### src/rtl/lbr_pkg.sv
package lbr_pkg;
  // A port stays on unless the shared strobe and its own select are both low.
  function automatic logic keep_on(input logic strobe_n, input logic sel);
    return strobe_n | sel;
  endfunction

  // Index of the cell feeding port i around a ring of n cells.
  function automatic int unsigned ring_prev(input int unsigned i, input int unsigned n);
    return (i + n - 1) % n;
  endfunction
endpackage

### src/rtl/ctl_sync.sv
module ctl_sync #(
  parameter int unsigned W = 1,
  parameter logic [W-1:0] RST_VAL = '0
) (
  input  logic         clk,
  input  logic         rst_n,
  input  logic [W-1:0] d,
  output logic [W-1:0] q
);
  logic [W-1:0] s1, s2;

  always_ff @(posedge clk or negedge rst_n) begin
    if (!rst_n) begin
      s1 <= RST_VAL;
      s2 <= RST_VAL;
    end else begin
      s1 <= d;
      s2 <= s1;
    end
  end

  assign q = s2;
endmodule

### src/rtl/pbc_cell.sv
module pbc_cell (
  input  logic clk,
  input  logic rst_n,
  input  logic bit_en,
  input  logic insert,
  input  logic node_d,
  input  logic loop_d,
  output logic q
);
  always_ff @(posedge clk or negedge rst_n) begin
    if (!rst_n) q <= 1'b0;
    else if (bit_en) q <= insert ? node_d : loop_d;
  end

  AST_CELL_HOLD: assert property (@(posedge clk) disable iff (!rst_n)
    !bit_en |=> $stable(q));
  AST_CELL_INSERT: assert property (@(posedge clk) disable iff (!rst_n)
    (bit_en && insert) |=> q == $past(node_d));
  AST_CELL_SKIP: assert property (@(posedge clk) disable iff (!rst_n)
    (bit_en && !insert) |=> q == $past(loop_d));
endmodule

### src/rtl/dv_monitor.sv
module dv_monitor #(
  parameter int unsigned FRAME_BITS = 20,
  parameter int unsigned RUN_MAX    = 5
) (
  input  logic clk,
  input  logic rst_n,
  input  logic bit_en,
  input  logic din,
  output logic dv,
  output logic frame_end,
  output logic viol
);
  localparam int unsigned FW = $clog2(FRAME_BITS);
  localparam int unsigned RW = $clog2(RUN_MAX + 2);

  logic [FW-1:0] frame_cnt;
  logic [RW-1:0] run_len, run_nx;
  logic          last_bit, bad_frame;

  always_comb begin
    if (din != last_bit)             run_nx = RW'(1);
    else if (run_len > RW'(RUN_MAX)) run_nx = run_len;
    else                             run_nx = run_len + 1'b1;
  end

  assign viol      = bit_en && (run_nx > RW'(RUN_MAX));
  assign frame_end = bit_en && (frame_cnt == FW'(FRAME_BITS - 1));

  always_ff @(posedge clk or negedge rst_n) begin
    if (!rst_n) begin
      frame_cnt <= '0;
      run_len   <= '0;
      last_bit  <= 1'b0;
      bad_frame <= 1'b0;
      dv        <= 1'b0;
    end else if (bit_en) begin
      last_bit <= din;
      run_len  <= run_nx;
      if (frame_end) begin
        dv        <= !(bad_frame || viol);
        bad_frame <= 1'b0;
        frame_cnt <= '0;
      end else begin
        bad_frame <= bad_frame || viol;
        frame_cnt <= frame_cnt + 1'b1;
      end
    end
  end

  AST_DV_FRAME_ONLY: assert property (@(posedge clk) disable iff (!rst_n)
    !frame_end |=> $stable(dv));
  AST_DV_DROP: assert property (@(posedge clk) disable iff (!rst_n)
    (frame_end && viol) |=> !dv);
endmodule

### src/rtl/loop_bypass_ring.sv
module loop_bypass_ring #(
  parameter int unsigned N          = 5,
  parameter int unsigned FRAME_BITS = 20,
  parameter int unsigned RUN_MAX    = 5
) (
  input  logic         clk,
  input  logic         rst_n,
  input  logic         bit_en,
  input  logic [N-1:0] node_in,
  input  logic [N-1:0] byp_n,
  input  logic         retime_en,
  input  logic         dv_mode,
  input  logic         oe_strobe_n,
  input  logic         eq_strobe_n,
  input  logic [N-1:0] node_sel,
  output logic [N-1:0] node_out,
  output logic [N-1:0] out_en,
  output logic [N-1:0] eq_en,
  output logic         dv_flag
);
  localparam int unsigned CW = 2 * N + 4;
  localparam logic [CW-1:0] CTL_RST = {{N{1'b1}}, {N{1'b1}}, 4'b0011};

  logic [CW-1:0] ctl_s;
  logic [N-1:0]  byp_s, sel_s;
  logic          retime_s, dvmode_s, oe_s, eq_s;

  ctl_sync #(.W(CW), .RST_VAL(CTL_RST)) u_sync (
    .clk(clk), .rst_n(rst_n),
    .d({byp_n, node_sel, retime_en, dv_mode, oe_strobe_n, eq_strobe_n}),
    .q(ctl_s)
  );
  assign {byp_s, sel_s, retime_s, dvmode_s, oe_s, eq_s} = ctl_s;

  // Loop fabric: cell_q[x] is what cell x selected, ring[x] is what port x carries.
  logic [N-1:0] cell_q, ring;
  logic         rt_q, rt_d, head_d, ins0, ring1, dv_frame_end, dv_viol;

  assign ins0   = byp_s[0] & (dv_flag | !dvmode_s);
  assign head_d = (dvmode_s && retime_s) ? rt_q : node_in[0];
  assign rt_d   = dvmode_s ? node_in[0] : cell_q[0];
  assign ring1  = (!dvmode_s && retime_s) ? rt_q : cell_q[0];

  always_comb begin
    for (int unsigned x = 0; x < N; x++)
      ring[x] = cell_q[lbr_pkg::ring_prev(x, N)];
    ring[1] = ring1;
  end

  always_ff @(posedge clk or negedge rst_n) begin
    if (!rst_n)      rt_q <= 1'b0;
    else if (bit_en) rt_q <= rt_d;
  end

  dv_monitor #(.FRAME_BITS(FRAME_BITS), .RUN_MAX(RUN_MAX)) u_dv (
    .clk(clk), .rst_n(rst_n), .bit_en(bit_en), .din(rt_q),
    .dv(dv_flag), .frame_end(dv_frame_end), .viol(dv_viol)
  );

  for (genvar x = 0; x < N; x++) begin : g_cell
    if (x == 0) begin : g_head
      pbc_cell u_cell (
        .clk(clk), .rst_n(rst_n), .bit_en(bit_en), .insert(ins0),
        .node_d(head_d), .loop_d(ring[0]), .q(cell_q[0])
      );
    end else begin : g_body
      pbc_cell u_cell (
        .clk(clk), .rst_n(rst_n), .bit_en(bit_en), .insert(byp_s[x]),
        .node_d(node_in[x]), .loop_d(ring[x]), .q(cell_q[x])
      );
    end
    assign out_en[x]   = lbr_pkg::keep_on(oe_s, sel_s[x]);
    assign eq_en[x]    = lbr_pkg::keep_on(eq_s, sel_s[x]);
    assign node_out[x] = out_en[x] ? ring[x] : 1'b1;
  end

  AST_AUTO_BYPASS: assert property (@(posedge clk) disable iff (!rst_n)
    (bit_en && dvmode_s && !dv_flag) |=> cell_q[0] == $past(ring[0]));
  AST_FWD_RETIMED: assert property (@(posedge clk) disable iff (!rst_n)
    (bit_en && !dvmode_s) |=> rt_q == $past(cell_q[0]));
endmodule

### config.mk
export PLATFORM = sky130hd
export DESIGN_NAME = loop_bypass_ring
export DESIGN_NICKNAME = d
export VERILOG_FILES = /design/src/rtl/lbr_pkg.sv /design/src/rtl/ctl_sync.sv /design/src/rtl/pbc_cell.sv /design/src/rtl/dv_monitor.sv /design/src/rtl/loop_bypass_ring.sv
export SDC_FILE = /design/constraint.sdc
export NUM_CORES = 1
export LEC_CHECK = 0
export BUFFER_PORTS_ARGS = -buffer_cell sky130_fd_sc_hd__buf_2
export CAP_MARGIN = 10
export CORE_ASPECT_RATIO = 0.5
export CORE_MARGIN = 8
export CORE_UTILIZATION = 50
export DETAILED_ROUTE_END_ITERATION = 12
export PLACE_DENSITY = 0.73
export RECOVER_POWER = 100
export SLEW_MARGIN = 0
export SYNTH_ARGS = -nofsm -noshare
export SYNTH_HDL_FRONTEND = slang
export SYNTH_HIERARCHICAL = 1
export SYNTH_SLANG_ARGS = --single-unit
export TNS_END_PERCENT = 50
### constraint.sdc
create_clock -name clk -period 2.3 [get_ports clk]
set_input_delay 0.115 -clock clk [delete_from_list [all_inputs] [get_ports clk]]
set_output_delay 0.115 -clock clk [all_outputs]
set_load 0.005 [all_outputs]
# Word-level counts from Yosys, hierarchy flattened
# Index checks and enable logic that the tools add are counted.
word_totals:
  romBits: 0
  mem_count: 0
  elab_cells: 56
  inputBits: 22
  reg_bits: 45
  latch_bits: 0
  ramBits: 0
op_classes:
  shifts: 0
  n_reduce_logical: 8
  mux: 17
  magnitude_cmp: 2
  n_bitwise: 12
  n_eq_ne: 2
  div: 0
  add_sub_neg: 2
  multipliers: 0
ops:
  columns: ["cell", "n"]
  rows:
  - ["$mux W1", 14]
  - ["$or A1 B1 Y1", 11]
  - ["$gt A3 B3 Y1 const B", 2]
  - ["$mux W3", 2]
  - ["$add A5 B1 Y5 const B", 1]
  - ["$eq A5 B5 Y1 const B", 1]
  - ["$mux W5", 1]
  - ["$logic_and A1 B1 Y1", 4]
  - ["$add A3 B1 Y3 const B", 1]
  - ["$logic_not A1 Y1", 2]
  - ["$reduce_and A2 Y1", 1]
  - ["$and A1 B1 Y1", 1]
  - ["$logic_or A1 B1 Y1", 1]
  - ["$ne A1 B1 Y1", 1]

# Logic depth before layout (Yosys ltp)
# Gate-level depths: netlist of the first run.
logic_depth:
  ltp_word: 7
  mapped_depth: 6
  ltp_nobuf: 6

# Hierarchy
# The synthesis of the first run kept the hierarchy.
modules_own_cells:
  columns: ["mod", "seq_area_each_um2", "instances", "cells_per_inst", "area_each_um2"]
  rows:
  - ["ctl_sync", 730.7, 1, 28, 730.7]
  - ["dv_monitor", 275.3, 1, 52, 579.3]
  - ["pbc_cell", 25.0, 5, 4, 43.8]
  - ["loop_bypass_ring", 25.0, 1, 27, 193.9]

# Worst setup path after synthesis of the first run
# OpenSTA, ideal clock, no wires.
synth_timing:
  kind: "register to register"
  from: "register u_dv.run_len[0]"
  to: "register u_dv.dv"
  path_stages_with_launch: 6
  path_slack_ns: 0.617
  n_path_buf: 0
  arrival_ns: 1.558
  synth_period_minus_slack_ns: 1.683
  setup_time_ns: 0.125
  cell_sequence: "dfrtp_1 > ha_1 > o21bai_1 > a311o_1 > o21ba_1 > mux2_4"
synth_via:
  elab_chain_len: 7
  word_cells_on_any_way: 8
  classes_between: "add/sub: 1; order compare: 2; mux: 2; reduce/logical: 3"
synth_lines:
  columns: ["element", "line_no", "rtl"]
  rows:
  - ["start, declared", "dv_monitor.sv:17", "logic [RW-1:0] run_len, run_nx;"]
  - ["start signal, assigned", "dv_monitor.sv:38", "run_len <= run_nx;"]
  - ["$add A3 B1 Y3 or $gt A3 B3 Y1 (tied branches)", "dv_monitor.sv:23, dv_monitor.sv:22", null]
  - ["$mux W3 (*)", "dv_monitor.sv:22", "else if (run_len > RW'(RUN_MAX)) run_nx = run_len;"]
  - ["$mux W3 (*)", "dv_monitor.sv:21", "if (din != last_bit) run_nx = RW'(1);"]
  - ["$gt A3 B3 Y1 (*)", "dv_monitor.sv:26", "assign viol = bit_en && (run_nx > RW'(RUN_MAX));"]
  - ["$logic_and A1 B1 Y1 (*)", "dv_monitor.sv:26", null]
  - ["$logic_or A1 B1 Y1 (*)", "dv_monitor.sv:40", "dv <= !(bad_frame || viol);"]
  - ["$logic_not A1 Y1 (*)", "dv_monitor.sv:40", null]
  - ["end signal, assigned", "dv_monitor.sv:40", null]
  - ["end, declared", "dv_monitor.sv:9", "output logic dv,"]
# Every way passes the cells marked *; elsewhere a longest branch is shown, timed or not.
# A chain may end at the register's enable or synchronous reset.

# Worst setup path in the final report of the first run
# Same ends and word-level chain as after synthesis.

==> flow_summary.json, run 1 <==
{
  "outcome": "finished, final reports clean",
  "std_cell_rows": 15,
  "die_height_um": 57.47,
  "timing.hold.worst.class": "in2reg",
  "regArea_um2": 1156,
  "critPathKind": "reg2reg",
  "final_ws_setup_ns": 0.4824,
  "critical_path.slowest_cell": "sky130_fd_sc_hd__dfrtp_1",
  "filler_cell_count": 243,
  "intPower_w": 0.001403,
  "route.detailed.drc": 0,
  "netlist_area_um2": 1719,
  "dp_hpwl_mm": 2.106,
  "antenna_found_initial": 0,
  "crit_arrival_ns": 2.00,
  "clk_path_buf_depth": 2,
  "critical_path_maximum_fanout": 6,
  "clock_skew_ns": 0.004592,
  "io_buffers": 37,
  "vias": 1085,
  "multiInputGateArea_um2": 510.5,
  "via_count_of_the_first_global_routing_pass": 1231,
  "antenna_cells_inserted": 0,
  "fin_worst_hold_slack_ns": 0.1213,
  "leakage_power_nw": 0.9617,
  "drt-initial-drc-count": 24,
  "final_wl_mm": 3.004,
  "final-hold-violation-count": 0,
  "path_cells": "ha_1, o21bai_1, a311o_1, o21ba_1, mux2_1",
  "post-route-min-period_ns": 1.818,
  "postSynthAreaPerCell_um2": 13.64,
  "cts.clk_slew.worst_paths_ns": 0.08,
  "pin_count": 38,
  "routed_via_density": 4.780,
  "rsz0062_at_grt": "no",
  "critical_path_required_ns": 2.48,
  "cts_tree": "yes",
  "design.core.area_um2": 3359,
  "p_clk_share_pct": 25.3,
  "slew_headroom_pct": 30.93,
  "post_drt_wl_per_cell_um": 13.23,
  "detail-route-antenna-nets": 0,
  "cts_resized": 0,
  "power-per-cell-area_nw_per_um2": 907.0,
  "floorplan.initialDensity_pct": 51.17,
  "synthesis.nets": 151,
  "globalplace.congestion": 0.7267,
  "setup-tns-final_ns": 0,
  "critPathLaunchType": "flip-flop",
  "cts_inserted_buffers": 5,
  "syn2layout_area_growth_pct": 25.98,
  "worst_skew_pair.late_latency_ns": 0.29,
  "pin_count_of_the_biggest_net_entering_global_routing": 46,
  "die_area_um2": 5685,
  "combPwrFrac_pct": 21.1,
  "swShare_pct": 28.56,
  "maxCapViolations": 0,
  "wire_length_of_the_first_global_routing_pass_mm": 5.175,
  "pwr-share-seq_pct": 53.6,
  "p_total_w": 0.001964,
  "worst_slew_pin_slew_ns": 1.036,
  "post_synth_inst_count": 126,
  "drt_first_pass_iters": 4,
  "ctsRootBufferMaster": "sky130_fd_sc_hd__clkbuf_8",
  "final_slew_viol_count": 0,
  "final_min_period_over_clock_period_pct": 79.03,
  "die_width_um": 98.93,
  "clock_sink_count": 45,
  "layout-drive-gt1-share_pct": 39.46,
  "power_switching_w": 0.0005611,
  "number_of_nets_at_the_end_of_the_flow": 209,
  "cts-htree-levels": 2,
  "synthesis.yosys.warnings": 6,
  "cp_slowest_stage_delay_ns": 0.44,
  "setup_viol_count_final": 0,
  "grt.overflow.total": 0,
  "fmax_mhz": 550.2,
  "pre_cts_slack_ns": 0.5435,
  "vdd_ir_max_v": 0.0005097,
  "groute.usage.overall_pct": 11.72,
  "crit_path_end_kind": "flip-flop"
}
## routing by layer
layer  part of all wire, %  up-vias  GRT usage, %
met2                    52       20         21.76
met4                   1.8        0         5.832
li1                      -      536             -
met1                    42      524         11.13
met3                   4.2        5         4.727
met5                     0        -             0
## cell usage in the layout (no fill, tap or decap), types with 3 or more instances in the layout
cell                            instances
sky130_fd_sc_hd__ha_1                   3
sky130_fd_sc_hd__o21ai_0                4
sky130_fd_sc_hd__buf_2                 27
sky130_fd_sc_hd__nor2_1                10
sky130_fd_sc_hd__clkbuf_1               9
sky130_fd_sc_hd__dfrtp_1               21
sky130_fd_sc_hd__dlygate4sd3_1         15
sky130_fd_sc_hd__inv_1                  7
sky130_fd_sc_hd__dfstp_2               22
sky130_fd_sc_hd__a21oi_1                7
sky130_fd_sc_hd__mux2i_1                7
sky130_fd_sc_hd__or2_2                 10
sky130_fd_sc_hd__nand2b_1               4
sky130_fd_sc_hd__clkbuf_8               6
## final timing paths
| kind | start | end | slack (ns) | depth (start not counted) |
|---|---|---|---|---|
| max in group asynchronous | rst_n | u_dv/run_len[0] | 1.10 | 2 |
| worst min-delay path | node_in[4] | g_cell[4].g_body.u_cell/q | 0.12 | 3 |
| min in group asynchronous | rst_n | g_cell[1].g_body.u_cell/q | 0.57 | 2 |
| worst max-delay path | u_dv/run_len[0] | u_dv/dv | 0.48 | 5 |
| worst max register to register | u_dv/run_len[0] | u_dv/dv | 0.48 | 5 |
| worst min register to register | u_sync/s1[2] | u_sync/q[2] | 0.35 | 0 |
## flip-flops by register name (all words and copies together), names as in the netlist
name,cells
u_dv/bad_frame,1
g_cell.g_body.u_cell/q,4
u_sync/s1,14
u_dv/frame_cnt,5
u_dv/run_len,3
u_dv/last_bit,1
u_dv/dv,1
g_cell.g_head.u_cell/q,1
rt_q,1
u_sync/q,14
## stage by stage
stage	std cells	util [%]	cell area, µm²
after detailed placement	204	58.03	1949
final	227	64.47	2166
after global routing	227	64.47	2166
after global placement	204	58.03	1949
after floorplan	126	-	1719
after CTS	227	65.36	2196
## worst max-delay path, delay by kind of cell (launching register included)
kind	cells	cell delay [ns]
DFF	1	0.44
AOI/OAI and AO/OA	3	0.71
muxes	1	0.30
adders and majority gates	1	0.26
## area by class of cell
cell class / instances / area share [%]
clock inverter: 2 / 0.6355
multi-input combinational: 73 / 23.57
sequential: 45 / 53.38
tap: 42 / 2.426
inverter: 7 / 1.213
clock buffer: 6 / 3.813
timing repair buffer: 52 / 14.96
## repair_timing
item,CTS,global route
endpoints found under the hold margin,35,0
setup buffers,0,0
hold buffers,15,0
## power by group through the flow
stage          combinational, W  sequential, W  clock, W
6_report               0.000415        0.00105  0.000496
5_1_grt                0.000471        0.00107  0.000553
4_1_cts                0.000440        0.00106  0.000519
3_5_place_dp           0.000419        0.00108         0
3_3_place_gp           0.000394        0.00107         0
2_1_floorplan          0.000300        0.00105         0
Note: power is estimated with default switching activity, not from simulation.
==> run 2, diff against run 1 <==
==> constraint.sdc (replaced) <==
create_clock -name clk -period 1.8 [get_ports clk]
set_input_delay 0.09 -clock clk [delete_from_list [all_inputs] [get_ports clk]]
set_output_delay 0.09 -clock clk [all_outputs]
set_load 0.005 [all_outputs]
==> run 2 against run 1 <==
  * Flip-flop and latch count did not move
  * Via count rose by 2.5%
  * Non-clock buffer count rose by 4
  * Combinational power rose by 46%
  * Clock power rose by 23%
  * Critical path depth did not move
  * Critical endpoint unchanged
  * Highest routed layer unchanged
==> flow_summary.json, run 2 (synthesis results as in run 1) <==
{
  "wire_length_of_the_first_global_routing_pass_mm": 5.499,
  "ctsRootBufferMaster": "sky130_fd_sc_hd__clkbuf_8",
  "rsz0062_at_grt": "no",
  "cts_inserted_buffers": 5,
  "antenna_found_initial": 0,
  "io_buffers": 37,
  "design.core.area_um2": 3359,
  "pin_count": 38,
  "power_switching_w": 0.0007550,
  "post_drt_wl_per_cell_um": 13.71,
  "endpoint": "u_dv/dv",
  "detail-route-antenna-nets": 0,
  "setup_viol_count_final": 0,
  "groute.usage.overall_pct": 12.45,
  "globalplace.congestion": 0.7385,
  "cts.clk_slew.worst_paths_ns": 0.08,
  "final_min_period_over_clock_period_pct": 98.09,
  "pwr-share-seq_pct": 52.3,
  "pin_count_of_the_biggest_net_entering_global_routing": 46,
  "critical_path_required_ns": 1.99,
  "crit_start": "u_dv/run_len[0]",
  "slew_headroom_pct": 29.37,
  "cts_resized": 0,
  "vias": 1112,
  "combPwrFrac_pct": 23.8,
  "via_count_of_the_first_global_routing_pass": 1135,
  "grt.overflow.total": 0,
  "swShare_pct": 29.66,
  "crit_arrival_ns": 1.96,
  "final-hold-violation-count": 0,
  "final_slew_viol_count": 0,
  "finish.utilization_pct": 65.10,
  "die_area_um2": 5685,
  "critPathKind": "reg2reg",
  "cts-htree-levels": 2,
  "timing.hold.worst.class": "in2reg",
  "route.detailed.drc": 0,
  "layout.cells.most_common_list": "sky130_fd_sc_hd__buf_2 (29), sky130_fd_sc_hd__dfstp_2 (22), sky130_fd_sc_hd__dfrtp_1 (21), sky130_fd_sc_hd__dlygate4sd3_1 (15)",
  "critPathLaunchType": "flip-flop",
  "leakage_power_nw": 0.9817,
  "die_width_um": 98.93,
  "final_wl_mm": 3.166,
  "outcome": "finished, final reports clean",
  "syn2layout_area_growth_pct": 27.22,
  "post_route_cell_area_um2": 2187,
  "std_cell_rows": 15,
  "clock_skew_ns": 0.005048,
  "worst_skew_pair.late_latency_ns": 0.30,
  "layout-drive-gt1-share_pct": 41.80,
  "cts_tree": "yes",
  "number_of_nets_at_the_end_of_the_flow": 213,
  "dp_hpwl_mm": 2.171,
  "holdPathStages": 3,
  "setup.reg_to_reg.worst_slack_ns": 0.03,
  "biggestRegsByFlops": "u_sync/q: 14 flops, u_sync/s1: 14 flops, u_dv/frame_cnt: 5 flops",
  "antenna_cells_inserted": 0,
  "drt_first_pass_iters": 4,
  "critical_path_maximum_fanout": 4,
  "dp.cells": 206,
  "clock_sink_count": 45,
  "layout.cells.most_common": "sky130_fd_sc_hd__buf_2",
  "place_area_um2": 1964,
  "drt-initial-drc-count": 34,
  "intPower_w": 0.001790,
  "post-route-min-period_ns": 1.766,
  "final_ws_setup_ns": 0.03439,
  "vdd_ir_max_v": 0.0006567,
  "maxCapViolations": 0,
  "routed_via_density": 4.814,
  "worst_slew_pin_slew_ns": 1.059,
  "power-per-cell-area_nw_per_um2": 1164,
  "die_height_um": 57.47,
  "crit_path_end_kind": "flip-flop",
  "launch_point_of_the_worst_reg_to_reg_path": "u_dv/run_len[0]",
  "p_clk_share_pct": 23.9,
  "fmax_mhz": 566.4,
  "reg2reg_depth": 5,
  "final_cell_count_no_fill": 231,
  "floorplan.initialDensity_pct": 51.17,
  "worst_r2r_endpoint": "u_dv/dv",
  "clk_path_buf_depth": 2,
  "pre_cts_slack_ns": -0.008815
}
[run 2: per-layer routing]
layer	share of wire, %	up-vias	track usage (%)
li1	-	549	-
met1	43	528	14.19
met2	50	25	20.04
met3	4.3	10	4.242
met4	2.4	0	7.559
met5	0	-	0
[run 2: worst min path at each step]
stage / startpoint / to / slack, ns
floorplan: rst_n / g_cell[0].g_head.u_cell/q / -0.21
global placement: rst_n / u_sync/s1[3] / 0.19
detailed placement: rst_n / u_sync/s1[3] / 0.20
CTS: bit_en / u_dv/run_len[1] / 0.07
global route: node_in[3] / g_cell[3].g_body.u_cell/q / 0.11
finish: node_in[4] / g_cell[4].g_body.u_cell/q / 0.09
[run 2: what timing repair did]
item                                    CTS  global route
hold buffers                             15             0
endpoints found under the setup margin    1             0
setup buffers                             2             0
hold endpoints to repair                 35             0
[run 2: cell type report]
cell class | count | area, µm²
Fill cell | 252 | 1172
Sequential cell | 45 | 1156
Multi-Input combinational cell | 73 | 514.2
Timing Repair Buffer | 56 | 352.8
Clock buffer | 5 | 68.82
Tap cell | 42 | 52.55
Inverter | 7 | 26.28
Clock inverter | 3 | 16.27
[run 2: stage by stage]
| step | power [W] | hold WS, ns | setup TNS [ns] |
|---|---|---|---|
| floorplan | 0.001724 | -0.2056 | 0 |
| global placement | 0.001873 | 0.1889 | 0 |
| detailed placement | 0.001924 | 0.1961 | -0.008815 |
| CTS | 0.002594 | 0.07214 | 0 |
| global route | 0.002707 | 0.1083 | 0 |
| finish | 0.002545 | 0.08754 | 0 |
[run 2: power by group through the flow]
stage | Combinational [W] | Clock [W] | Sequential (W)
finish | 0.000607 | 0.000608 | 0.00133
global placement | 0.000507 | 0 | 0.00137
floorplan | 0.000384 | 0 | 0.00134
CTS | 0.000624 | 0.000627 | 0.00134
detailed placement | 0.000545 | 0 | 0.00138
global route | 0.000683 | 0.000669 | 0.00135
[run 2: worst max-delay path, stage by stage, from the launching register on]
cell                       delay (ns)
sky130_fd_sc_hd__dfrtp_1         0.40
sky130_fd_sc_hd__ha_1            0.24
sky130_fd_sc_hd__o21bai_1        0.18
sky130_fd_sc_hd__a311o_1         0.39
sky130_fd_sc_hd__o21ba_1         0.20
sky130_fd_sc_hd__mux2_4          0.25
==> run 3, diff against run 2 <==
--- a/config.mk
+++ b/config.mk
@@ -7,9 +7,12 @@
 export LEC_CHECK = 0
 export BUFFER_PORTS_ARGS = -buffer_cell sky130_fd_sc_hd__buf_2
 export CAP_MARGIN = 10
+export CELL_PAD_IN_SITES_DETAIL_PLACEMENT = 0
+export CELL_PAD_IN_SITES_GLOBAL_PLACEMENT = 1
 export CORE_ASPECT_RATIO = 0.5
 export CORE_MARGIN = 8
-export CORE_UTILIZATION = 50
+export CORE_UTILIZATION = 38
+export CTS_BUF_LIST = sky130_fd_sc_hd__clkbuf_16
 export DETAILED_ROUTE_END_ITERATION = 12
 export PLACE_DENSITY = 0.73
 export RECOVER_POWER = 100
==> constraint.sdc (replaced) <==
create_clock -name clk -period 1.6 [get_ports clk]
set_input_delay 0.08 -clock clk [delete_from_list [all_inputs] [get_ports clk]]
set_output_delay 0.08 -clock clk [all_outputs]
set_load 0.005 [all_outputs]
==> run 3 against run 2 <==
  * Power increased by 29%
  * First-iteration DRC count decreased by 18%
  * Combinational power increased by 24%
  * Worst setup slack got worse by 0.057 ns
  * Sequential share of layout area decreased by 2.8 points
  * Non-clock buffer count increased by 2
  * Clock power increased by 64%
  * Critical path depth unchanged
  * Clock skew increased by 0.0035 ns
  * Largest cell class unchanged
  * The flow now finishes with violations (setup timing)
  * Global-route usage decreased by 2.9 points
==> flow_summary.json, run 3 (synthesis results as in run 1) <==
{
  "critPathKind": "reg2reg",
  "maxCapViolations": 0,
  "clock_sink_count": 45,
  "fmax_mhz": 616.1,
  "vdd_ir_max_v": 0.0006457,
  "grt.overflow.total": 0,
  "routed_via_density": 4.673,
  "critical_path_required_ns": 1.77,
  "post_drt_wl_per_cell_um": 13.23,
  "cp_slowest_stage_delay_ns": 0.44,
  "layout.cells.most_common_list": "sky130_fd_sc_hd__buf_2 (27), sky130_fd_sc_hd__dfstp_2 (22), sky130_fd_sc_hd__dfrtp_1 (20), sky130_fd_sc_hd__dlygate4sd3_1 (15)",
  "fin_worst_hold_slack_ns": 0.09440,
  "final-hold-violation-count": 0,
  "slew_headroom_pct": 22.49,
  "dp_hpwl_mm": 2.424,
  "groute.usage.overall_pct": 9.589,
  "p_total_w": 0.003276,
  "pin_count_of_the_biggest_net_entering_global_routing": 25,
  "multiInputGateArea_um2": 541.8,
  "syn2layout_area_growth_pct": 34.57,
  "layout-drive-gt1-share_pct": 42.93,
  "die_height_um": 63.56,
  "drt-initial-drc-count": 28,
  "outcome": "finished with violations",
  "drt_first_pass_iters": 4,
  "via_count_of_the_first_global_routing_pass": 1176,
  "cts_inserted_buffers": 5,
  "floorplan.initialDensity_pct": 39.23,
  "crit_start": "u_dv/run_len[0]",
  "pin_count": 38,
  "detail-route-antenna-nets": 0,
  "crit_buf_inv": 0,
  "timing.hold.worst.class": "in2reg",
  "launch_point_of_the_worst_reg_to_reg_path": "u_dv/run_len[0]",
  "critPathLaunchType": "flip-flop",
  "die_width_um": 111.1,
  "cts-htree-levels": 2,
  "worst_slew_pin_slew_ns": 1.163,
  "number_of_nets_at_the_end_of_the_flow": 215,
  "leakage_power_nw": 1.018,
  "die_area_um2": 7063,
  "power-per-cell-area_nw_per_um2": 1416,
  "critical_path_maximum_fanout": 4,
  "antenna_cells_inserted": 0,
  "violations": "setup timing",
  "regArea_um2": 1157,
  "path_cells": "ha_4, o21bai_1, a311o_1, o21ba_1, mux2_4",
  "critical_path.slowest_cell": "sky130_fd_sc_hd__dfrtp_2",
  "antenna_found_initial": 0,
  "clk_path_buf_depth": 2,
  "crit_path_end_kind": "flip-flop",
  "crit_arrival_ns": 1.79,
  "rsz0062_at_grt": "yes",
  "cts_tree": "yes",
  "std_cell_rows": 17,
  "cts.clk_slew.worst_paths_ns": 0.06,
  "worst_skew_pair.late_latency_ns": 0.28,
  "ctsRootBufferMaster": "sky130_fd_sc_hd__clkbuf_16",
  "globalplace.congestion": 0.8017,
  "final_min_period_over_clock_period_pct": 101.4,
  "post-route-min-period_ns": 1.623,
  "hold_path_startpoint": "node_in[1]",
  "final_slew_viol_count": 0,
  "setup_viol_count_final": 1,
  "final_ws_setup_ns": -0.02308,
  "filler_cell_count": 370,
  "crit_family": "compound AO/OA/AOI/OAI gates",
  "layout.cells.most_common": "sky130_fd_sc_hd__buf_2",
  "final_wl_mm": 3.280,
  "route.detailed.drc": 0,
  "io_buffers": 37,
  "vias": 1159,
  "design.core.area_um2": 4382,
  "clock_skew_ns": 0.008499,
  "wire_length_of_the_first_global_routing_pass_mm": 5.499,
  "biggestRegsByFlops": "u_sync/q: 14 flops, u_sync/s1: 14 flops, u_dv/frame_cnt: 5 flops"
}
==> run 3: cell types whose count changed in the layout (fill, tap and decap cells not counted), moves of 2 or more <==
cell | before | now
sky130_fd_sc_hd__buf_2 | 29 | 27
sky130_fd_sc_hd__buf_4 | 3 | 5
sky130_fd_sc_hd__clkbuf_1 | 8 | 10
sky130_fd_sc_hd__clkbuf_16 | 0 | 5
sky130_fd_sc_hd__clkbuf_8 | 5 | 0
==> run 3: final timing paths <==
check	slack (ns)	endpoint	cells after the start
max	-0.02	u_dv/dv	5
min	0.09	g_cell[1].g_body.u_cell/q	3
max reg2reg	-0.02	u_dv/dv	5
min reg2reg	0.35	u_sync/q[3]	0
max in group asynchronous	0.20	u_sync/q[8]	3
min in group asynchronous	0.55	g_cell[1].g_body.u_cell/q	2
==> run 3: per-layer routing <==
metal / GRT usage (%) / routed length (µm) / vias up
met5: 0 / 0 / -
met4: 2.471 / 31 / 0
met3: 4.910 / 208 / 5
met2: 16.32 / 1636 / 25
met1: 10.40 / 1403 / 573
li1: - / - / 556
==> run 3: layout make-up <==
class	count	area share, %
clock buffer	5	5.408
sequential	45	50.03
inverter	7	1.136
clock inverter	3	0.8653
multi-input combinational	73	23.42
timing repair buffer	58	16.06
tap	57	3.083
==> run 3: worst register-to-register path: stages (launching register included) <==
cell                       delay (ns)
sky130_fd_sc_hd__dfrtp_2         0.44
sky130_fd_sc_hd__ha_4            0.18
sky130_fd_sc_hd__o21bai_1        0.15
sky130_fd_sc_hd__a311o_1         0.32
sky130_fd_sc_hd__o21ba_1         0.18
sky130_fd_sc_hd__mux2_4          0.25
==> run 3: power breakdown <==
part | switching [W] | total [W] | internal [W]
Combinational | 0.000337 | 0.000753 | 0.000416
Sequential | 0.000168 | 0.00152 | 0.00135
Clock | 0.000420 | 0.00100 | 0.000581
==> run 3: timing repair <==
item,CTS,global route
gates resized for setup,0,2
pin swaps,0,1
hold endpoints to repair,25,0
setup endpoints to repair,1,1
buffers inserted,2,0
hold buffers,15,0
==> run 3: metrics by stage <==
stage	std cells	setup TNS, ns	setup WS (ns)	utilization [%]	instance area, µm²
detailed placement	223	-0.04584	-0.04584	45.95	2013
CTS	248	-0.02432	-0.02432	53.03	2323
floorplan	126	0	0.004316	-	1722
global placement	223	-0.01803	-0.01803	45.95	2013
finish	248	-0.02308	-0.02308	52.80	2313
global route	248	-0.8152	-0.06627	52.80	2313
